[src/rtl/fskd_pkg.sv]
package fskd_pkg;
  typedef enum logic {
    TONE_SPACE = 1'b0,
    TONE_MARK  = 1'b1
  } tone_e;
endpackage

[src/rtl/fskd_zero_cross.sv]
module fskd_zero_cross #(
  parameter int SMP_W   = 12,
  parameter int CNT_W   = 8,
  parameter int ZC_HYST = 8
) (
  input  logic                    clk,
  input  logic                    rst_n,
  input  logic                    en,
  input  logic                    smp_valid,
  input  logic signed [SMP_W-1:0] smp_s,
  output logic                    zc_evt,
  output logic [CNT_W-1:0]        interval
);
  localparam logic signed [SMP_W-1:0] HYST_S = SMP_W'(ZC_HYST);

  logic             pol_q;   // 1: signal last seen above +band
  logic [CNT_W-1:0] cnt_q;

  function automatic logic passes_band(input logic pol,
                                       input logic signed [SMP_W-1:0] s);
    if (pol) return s < -HYST_S;
    else     return s > HYST_S;
  endfunction

  function automatic logic [CNT_W-1:0] sat_inc(input logic [CNT_W-1:0] c);
    return (c == {CNT_W{1'b1}}) ? c : c + 1'b1;
  endfunction

  assign zc_evt   = en && smp_valid && passes_band(pol_q, smp_s);
  assign interval = sat_inc(cnt_q);

  always_ff @(posedge clk) begin
    if (!rst_n || !en) begin
      pol_q <= 1'b0;
      cnt_q <= '0;
    end else if (smp_valid) begin
      if (zc_evt) begin
        pol_q <= ~pol_q;
        cnt_q <= '0;
      end else begin
        cnt_q <= sat_inc(cnt_q);
      end
    end
  end

  // polarity only moves on a qualified crossing
  assert_pol_hold_R3: assert property (@(posedge clk) disable iff (!rst_n)
    (en && !zc_evt) |=> $stable(pol_q));
  // nothing advances without a valid sample
  assert_cnt_idle_R7: assert property (@(posedge clk) disable iff (!rst_n)
    (en && !smp_valid) |=> $stable(cnt_q));
endmodule

[src/rtl/fskd_tone_vote.sv]
module fskd_tone_vote
  import fskd_pkg::*;
#(
  parameter int CNT_W    = 8,
  parameter int MARK_MIN = 25
) (
  input  logic             clk,
  input  logic             rst_n,
  input  logic             en,
  input  logic             meas_stb,
  input  logic [CNT_W-1:0] interval,
  output logic             data_q
);
  localparam logic [CNT_W-1:0] MARK_MIN_L = CNT_W'(MARK_MIN);

  tone_e cls, prev_q;
  logic  have_q;
  logic  agree;

  function automatic tone_e classify(input logic [CNT_W-1:0] n);
    return (n >= MARK_MIN_L) ? TONE_MARK : TONE_SPACE;
  endfunction

  assign cls   = classify(interval);
  assign agree = meas_stb && have_q && (cls == prev_q);

  always_ff @(posedge clk) begin
    if (!rst_n || !en) begin
      prev_q <= TONE_MARK;
      have_q <= 1'b0;
      data_q <= 1'b1;
    end else if (meas_stb) begin
      prev_q <= cls;
      have_q <= 1'b1;
      if (agree) data_q <= cls;
    end
  end

  // output holds between half-cycle measurements
  assert_vote_hold_R2: assert property (@(posedge clk) disable iff (!rst_n)
    (en && !meas_stb) |=> $stable(data_q));
  // a change needs the previous measurement to agree
  assert_vote_change_R2: assert property (@(posedge clk) disable iff (!rst_n)
    (en && meas_stb && !(have_q && cls == prev_q)) |=> $stable(data_q));
endmodule

[src/rtl/fskd_amp_detect.sv]
module fskd_amp_detect #(
  parameter int SMP_W    = 12,
  parameter int WIN_LOG2 = 6,
  parameter int CD_ON    = 400,
  parameter int CD_OFF   = 266
) (
  input  logic                    clk,
  input  logic                    rst_n,
  input  logic                    en,
  input  logic                    smp_valid,
  input  logic signed [SMP_W-1:0] smp_s,
  output logic                    cd_q
);
  localparam logic [SMP_W:0] ON_L  = (SMP_W+1)'(CD_ON);
  localparam logic [SMP_W:0] OFF_L = (SMP_W+1)'(CD_OFF);

  logic [WIN_LOG2-1:0]     idx_q;
  logic signed [SMP_W-1:0] hi_q, lo_q, hi_n, lo_n;
  logic                    blk_end;
  logic [SMP_W:0]          span;

  function automatic logic [SMP_W:0] swing(input logic signed [SMP_W-1:0] hi,
                                           input logic signed [SMP_W-1:0] lo);
    return {hi[SMP_W-1], hi} - {lo[SMP_W-1], lo};
  endfunction

  always_comb begin
    if (idx_q == '0) begin
      hi_n = smp_s;
      lo_n = smp_s;
    end else begin
      hi_n = (smp_s > hi_q) ? smp_s : hi_q;
      lo_n = (smp_s < lo_q) ? smp_s : lo_q;
    end
  end

  assign blk_end = en && smp_valid && (idx_q == {WIN_LOG2{1'b1}});
  assign span    = swing(hi_n, lo_n);

  always_ff @(posedge clk) begin
    if (!rst_n || !en) begin
      idx_q <= '0;
      hi_q  <= '0;
      lo_q  <= '0;
      cd_q  <= 1'b0;
    end else if (smp_valid) begin
      idx_q <= idx_q + 1'b1;
      hi_q  <= hi_n;
      lo_q  <= lo_n;
      if (blk_end) begin
        if (span > ON_L)       cd_q <= 1'b1;
        else if (span < OFF_L) cd_q <= 1'b0;
      end
    end
  end

  // carrier rises only at a block end with a span over the on limit
  assert_cd_rise_R4: assert property (@(posedge clk) disable iff (!rst_n)
    $rose(cd_q) |-> $past(blk_end && span > ON_L));
  // carrier falls only on a small block span or when disabled
  assert_cd_fall_R4: assert property (@(posedge clk) disable iff (!rst_n)
    $fell(cd_q) |-> $past(!en || (blk_end && span < OFF_L)));
endmodule

[src/rtl/fsk_demod_cd.sv]
module fsk_demod_cd #(
  parameter int SMP_W    = 12,
  parameter int CNT_W    = 8,
  parameter int MARK_MIN = 25,
  parameter int ZC_HYST  = 8,
  parameter int WIN_LOG2 = 6,
  parameter int CD_ON    = 400,
  parameter int CD_OFF   = 266
) (
  input  logic             clk,
  input  logic             rst_n,
  input  logic             rx_en,
  input  logic             smp_valid,
  input  logic [SMP_W-1:0] smp_data,
  output logic             rx_data,
  output logic             carrier
);
  logic signed [SMP_W-1:0] smp_s;
  logic                    zc_evt;
  logic [CNT_W-1:0]        interval;
  logic                    tone_q;
  logic                    cd_q;

  assign smp_s = smp_data;

  fskd_zero_cross #(.SMP_W(SMP_W), .CNT_W(CNT_W), .ZC_HYST(ZC_HYST)) u_zc (
    .clk(clk), .rst_n(rst_n), .en(rx_en), .smp_valid(smp_valid),
    .smp_s(smp_s), .zc_evt(zc_evt), .interval(interval));

  fskd_tone_vote #(.CNT_W(CNT_W), .MARK_MIN(MARK_MIN)) u_vote (
    .clk(clk), .rst_n(rst_n), .en(rx_en), .meas_stb(zc_evt),
    .interval(interval), .data_q(tone_q));

  fskd_amp_detect #(.SMP_W(SMP_W), .WIN_LOG2(WIN_LOG2),
                    .CD_ON(CD_ON), .CD_OFF(CD_OFF)) u_amp (
    .clk(clk), .rst_n(rst_n), .en(rx_en), .smp_valid(smp_valid),
    .smp_s(smp_s), .cd_q(cd_q));

  assign carrier = cd_q;
  assign rx_data = cd_q ? tone_q : 1'b1;

  // transmit mode idles both outputs on the next clock
  assert_tx_idle_R6: assert property (@(posedge clk) disable iff (!rst_n)
    !rx_en |=> (!carrier && rx_data));
  // no valid sample, no change on either output
  assert_no_sample_R7: assert property (@(posedge clk) disable iff (!rst_n)
    (rx_en && !smp_valid) |=> ($stable(carrier) && $stable(rx_data)));
  // reset state
  assert_reset_R8: assert property (@(posedge clk)
    !rst_n |=> (!carrier && rx_data));
endmodule

[config.mk]
export PLATFORM = sky130hd
export DESIGN_NAME = fsk_demod_cd
export DESIGN_NICKNAME = d
export VERILOG_FILES = /design/src/rtl/fskd_pkg.sv /design/src/rtl/fskd_zero_cross.sv /design/src/rtl/fskd_tone_vote.sv /design/src/rtl/fskd_amp_detect.sv /design/src/rtl/fsk_demod_cd.sv
export SDC_FILE = /design/constraint.sdc
export NUM_CORES = 1
export LEC_CHECK = 0
export ABC_AREA = 1
export BUFFER_PORTS_ARGS = -buffer_cell sky130_fd_sc_hd__buf_2
export CAP_MARGIN = 5
export CORE_MARGIN = 2
export CORE_UTILIZATION = 55
export DETAILED_ROUTE_END_ITERATION = 12
export GPL_TIMING_DRIVEN = 0
export HOLD_SLACK_MARGIN = 0.05
export PLACE_DENSITY = 0.73
export RECOVER_POWER = 25
export SLEW_MARGIN = 20
export SYNTH_ARGS = -nofsm -noshare
export SYNTH_HDL_FRONTEND = slang
export SYNTH_SLANG_ARGS = --single-unit
[constraint.sdc]
create_clock -name clk -period 13.4 [get_ports clk]
set_input_delay 4.02 -clock clk [delete_from_list [all_inputs] [get_ports clk]]
set_output_delay 4.02 -clock clk [all_outputs]
set_load 0.05 [all_outputs]
## Word-level counts from Yosys, hierarchy flattened

Cells that the tools add are included.

| storage, ports and cells | value |
|---|---|
| register bits | 43 |
| output and inout port bits | 2 |
| word-level logic and storage cells | 47 |

| operators by class | value |
|---|---|
| $add $sub $neg | 3 |
| order comparisons | 7 |
| equal/unequal tests | 3 |
| mux-type cells | 11 |
| bitwise gates (word level) | 1 |
| reduce and logical (&&, ||, !) cells | 13 |

Operators with widths:

| operator | number |
|---|---|
| $mux W12 | 4 |
| $mux W8 | 2 |
| $gt A13 B9 Y1 const B | 1 |
| $lt A13 B9 Y1 const B | 1 |
| $sub A12 B12 Y13 | 1 |
| $gt A12 B12 Y1 | 1 |
| $gt A12 B5 Y1 const B | 1 |
| $lt A12 B12 Y1 | 1 |
| $lt A12 B4 Y1 const B | 1 |
| $add A8 B1 Y8 const B | 1 |
| $eq A8 B8 Y1 const B | 1 |
| $ge A8 B5 Y1 const B | 1 |
| $add A6 B1 Y6 const B | 1 |
| $eq A6 B6 Y1 const B | 1 |
| $logic_not A6 Y1 | 1 |
| $logic_and A1 B1 Y1 | 5 |
| $mux W1 | 5 |
| $reduce_and A2 Y1 | 2 |
| $reduce_and A3 Y1 | 1 |
| $logic_not A1 Y1 | 2 |
| $reduce_bool A2 Y1 | 1 |
| $eq A1 B1 Y1 | 1 |
| $logic_or A1 B1 Y1 | 1 |
| $not A1 Y1 | 1 |

## Longest topological paths before layout

| logic depth | value |
|---|---|
| depth after elaboration | 7 |
| depth in mapped cells | 34 |

## Hierarchy

From an unflattened synthesis, not the netlist that was laid out.

| unflattened totals | value |
|---|---|
| cells, all modules | 666 |
| area total of the unflattened synthesis | 4,061.4 sq um |

By module, submodules not included:

| module | times used | cells each | area each (sq um) | seq. area each (sq um) |
|---|---|---|---|---|
| fskd_amp_detect | 1 | 536 | 3,263.1 | 620.6 |
| fskd_zero_cross | 1 | 103 | 640.6 | 180.2 |
| fskd_tone_vote | 1 | 25 | 150.1 | 60.1 |
| fsk_demod_cd | 1 | 2 | 7.5 | 0.0 |

## Worst setup path before layout

Ideal clock, no wire load.

| timing path | value |
|---|---|
| path kind | input to register |
| from | input smp_data[11] |
| to | register u_amp.cd_q |
| setup time | 0.070 ns |
| data arrival time | 7.160 ns |
| data required time | 13.330 ns |
| setup slack | 6.170 ns |
| cell stages on the path | 27 |
| buffers on the path | 2 |
| cells stage by stage | ha_1 > nand2_2 > inv_1 > nand2_1 > nand2_1 > a21oi_1 > nand3_2 > nand3_4 > buf_6 > clkbuf_1 > nand2_1 > o21ai_0 > ha_1 > inv_1 > fa_1 > inv_1 > o21ai_0 > inv_1 > nor2_1 > nand2_2 > nand2_1 > a21oi_1 > xor2_1 > nand2_1 > nand2_1 > nand2_1 > a21oi_1 |

| between the ends | value |
|---|---|
| word-level cells in the longest chain between the ends | 7 |
| elaborated cells between the ends (all ways) | 12 |

RTL lines:

| element | RTL line | text |
|---|---|---|
| start: declaration | fsk_demod_cd.sv:14 | `input logic [SMP_W-1:0] smp_data,` |
| $lt A12 B12 Y1 (*) | fskd_amp_detect.sv:33 | `lo_n = (smp_s < lo_q) ? smp_s : lo_q;` |
| $mux W12 (*) | fskd_amp_detect.sv:33 |  |
| $mux W12 (*) | fskd_amp_detect.sv:28 | `if (idx_q == '0) begin` |
| named net u_amp.lo_n[0] | fskd_amp_detect.sv:18 | `logic signed [SMP_W-1:0] hi_q, lo_q, hi_n, lo_n;` |
| $sub A12 B12 Y13 (*) | fskd_amp_detect.sv:24 | `return {hi[SMP_W-1], hi} - {lo[SMP_W-1], lo};` |
| $lt A13 B9 Y1 / $gt A13 B9 Y1 (equally long branches) | fskd_amp_detect.sv:52, fskd_amp_detect.sv:51 |  |
| $reduce_bool A2 Y1 (no line) | n/a |  |
| $reduce_and A3 Y1 (no line) | n/a |  |
| end signal: assignment | fskd_amp_detect.sv:45 | `cd_q <= 1'b0;` |
| end signal: assignment | fskd_amp_detect.sv:51 | `if (span > ON_L) cd_q <= 1'b1;` |
| end signal: assignment | fskd_amp_detect.sv:52 | `else if (span < OFF_L) cd_q <= 1'b0;` |
| end: declaration | fskd_amp_detect.sv:12 | `output logic cd_q` |

Mark *: on every way through the listed nets, which the timed path passes. The rest lies on a longest branch.
A chain may end at the register's enable or synchronous reset.

## Worst setup path in the final report

| timing path | value |
|---|---|
| from | input smp_data[8] |
| to | register u_amp.cd_q |

| between the ends | value |
|---|---|
| word-level cells in the longest chain between the ends | 7 |
| elaborated cells between the ends (all ways) | 12 |

RTL lines:

| element | RTL line | text |
|---|---|---|
| $gt A12 B12 Y1 (*) | fskd_amp_detect.sv:32 | `hi_n = (smp_s > hi_q) ? smp_s : hi_q;` |
| $mux W12 (*) | fskd_amp_detect.sv:32 |  |
| $mux W12 (*) | fskd_amp_detect.sv:28 |  |
| named net u_amp.hi_n[2] | fskd_amp_detect.sv:18 |  |
| $sub A12 B12 Y13 (*) | fskd_amp_detect.sv:24 |  |
| $lt A13 B9 Y1 / $gt A13 B9 Y1 (equally long branches) | fskd_amp_detect.sv:52, fskd_amp_detect.sv:51 |  |
| $reduce_bool A2 Y1 (no line) | n/a |  |
| $reduce_and A3 Y1 (no line) | n/a |  |

Marks and branches as above.

==> reports/metrics.csv <==
metric;value;unit
outcome;complete, no violations;
Skew-Pair Late Insertion Delay;0.30;ns
Fmax;0.1252;GHz
Final Skew;0.009718;ns
clock-pin slew on the worst setup and hold paths;0.08;ns
Crit. End Element;flip-flop;
Sw Pwr;0.1448;mW
Final TNS setup;0;ns
RSZ-0062 raised after global routing;false;
Worst Max-Slew Pin Slew;0.6400;ns
IO Port Bufs;16;
CTS H-Tree Depth;2;
worst setup path class;in2reg;
power per cell area;90.57;nW/µm²
Fin Hold WS;0.4785;ns
fin cells;746;
met2 Usage GRT;48.55;%
Multi-input gate area;2480;µm²
WP data arrival;8.18;ns
critical path's top delay family;simple AND/OR/NAND/NOR gates;
Core Area;6832;µm²
CTS resizes;0;
Critical Path Max Stage Delay;0.45;ns
Tot Pwr;0.3796;mW
Async S/R FF share, synth;0;%
Net Sw Frac;38.15;%
Setup WS pre-CTS;5.265;ns
share of layout cells above drive strength 1;9.385;%
met3 global-route usage;3.016;%
dpl cells;739;
Placement Cell Area;4090;µm²
top post-synthesis cells by area;dfxtp_1, nand2_1, inv_1;
Slew Limit Fails;0;
vias in the first global route;3715;
Total Wirelength;10.04;mm
Comb power frac;38.0;%
TritonCTS buffer count;5;
Crit-path slowest cell;o21ai_0;
Max Cap Viol;0;
TritonRoute pass-1 iters;5;
pin count of the biggest net entering global routing;14;
Root Driver;clkbuf_8;
nets;704;
cells after synthesis;627;
die area;7762;µm²
biggest area consumer among synthesized cells;dfxtp_1;
setup ws final;5.411;ns
synthesized flop and latch total;43;
post-synth top area share;22.13;%
Setup crit start kind;input port;
initial antenna violation count;0;
Net Count, Synth;681;
total grt overflow;0;
Initial Utilization;56.94;%
endpoints failing setup;0;
Seq pwr share;35.3;%
number of synthesized flops with an enable pin;0;
CP max FO;10;
Inserted Diodes;0;
Leakage;2.190;nW
relative slew slack;57.34;%
via count;4006;
CTS Hold Bufs;0;
sequential fraction of the synthesis area;22.13;%
clock tree buffer depth;2;
final hold violations;0;
Mean Syn Cell Area;6.204;µm²
Starting DRT DRC Count;178;
IO Count;18;
maximum VDD drop;0.06096;mV
die width;88.10;µm
CTS tree;done;
GRT met1 Usage;34.08;%
min-delay worst type;reg2reg;
Filler cells;679;
post-DP HPWL;8.014;mm
Area Growth Syn to Fin;7.752;%
Int Pwr;0.2348;mW
synthesized cell area;3890;µm²
antenna-violating nets left;0;
Die H;88.10;µm
Clock Power Share;26.7;%
WP data required;13.59;ns
gr usage total;27.38;%
crit share post-route;59.62;%
clock sink count;43;
count of warnings emitted by yosys;0;
Critical path buffers and inverters;5;
post-layout util;61.36;%
min Tclk post-route;7.989;ns
register area;860.8;µm²
Synth cell types;36;
row cnt;30;
grt peak-use layer;met2;
cell area after layout;4192;µm²
routability congestion estimate;0.9277;
Synth Flop Type;dfxtp_1;
detailed-route DRC error count;0;
first-pass GRT wire length;16.65;mm
post-CTS setup buffers;0;
routed len/inst;13.46;µm
via/cell ratio;5.370;
most frequent CP cell;nand2_1;
## logic make-up after synthesis
logic type / after synthesis / share of synthesized area [%]
compound gates: 120 / 16.79
flops: 43 / 22.13
xor+xnor: 5 / 1.126
simple gates: 279 / 33.42
buf+inv: 142 / 14.12
fa+ha+maj: 38 / 12.42
## sequential cells by signal, indices dropped and copies added, names as in the netlist
signal         cells
u_amp.lo_q        12
u_zc.pol_q         1
u_vote.have_q      1
u_amp.hi_q        12
u_amp.idx_q        6
u_vote.prev_q      1
u_vote.data_q      1
u_amp.cd_q         1
u_zc.cnt_q         8
## power groups by stage
stage | combinational [mW] | clock (mW) | sequential, mW
floorplan | 0.109 | 0 | 0.136
global placement | 0.139 | 0 | 0.137
detailed placement | 0.142 | 0 | 0.137
CTS | 0.143 | 0.102 | 0.134
global route | 0.165 | 0.107 | 0.134
finish | 0.144 | 0.101 | 0.134
## cell type report
cell class,instances,share of cell area (%)
clock inverters,2,0.8955
plain buffers,15,1.731
clock buffers,5,1.642
well taps,96,2.866
multi-input cells,442,59.16
flip-flops and latches,43,20.54
repair buffers,16,1.791
inverters,127,11.37
## cells in the final DEF (no fill, tap or decap), types with 16 or more instances in the layout
cell type  Yosys  routed
nand2_1      164     164
inv_1        124     124
o21ai_0       48      48
a21oi_1       47      47
dfxtp_1       43      43
ha_1          37      37
nand3_1       30      30
nor2_1        29      29
clkbuf_1      12      16
## layer usage
layer | vias to the layer above | share of wire [%]
li1 | 2047 | -
met4 | 0 | 3.6
met5 | - | 0
met1 | 1820 | 45
met2 | 115 | 47
met3 | 24 | 4.9
## final timing paths
path              slack [ns]                        start                    endpoint  cells after the start
setup / recovery        5.41                  smp_data[8]     u_amp.cd_q$_SDFFE_PP0P_                     32
hold / removal          0.48   u_vote.have_q$_SDFFE_PP0P_  u_vote.have_q$_SDFFE_PP0P_                      1
setup reg to reg        8.95  u_amp.hi_q[11]$_SDFFE_PP0P_     u_amp.cd_q$_SDFFE_PP0P_                     31
hold reg to reg         0.48   u_vote.have_q$_SDFFE_PP0P_  u_vote.have_q$_SDFFE_PP0P_                      1
## cells in the mapped netlist (2+ instances only)
cell type and instances:
ha_1 37, nor2_2 4, nor3b_1 2, nand2_2 13
a21oi_1 47, clkbuf_1 12, nor2_4 2, o21ai_1 5
nor4_1 2, dfxtp_1 43, xor2_1 3, nand4_1 12
or2_2 2, nor3_1 6, nand3_2 6, a31oi_1 2
o21a_1 2, nand2_4 5, o211ai_1 9, nor2_1 29
buf_6 2, inv_2 3, inv_1 124, o21ai_2 2
nand3_4 2, nand3_1 30, nand2_1 164, o21ai_0 48
xnor2_1 2
No activity file was read; power rests on OpenSTA's default activity.
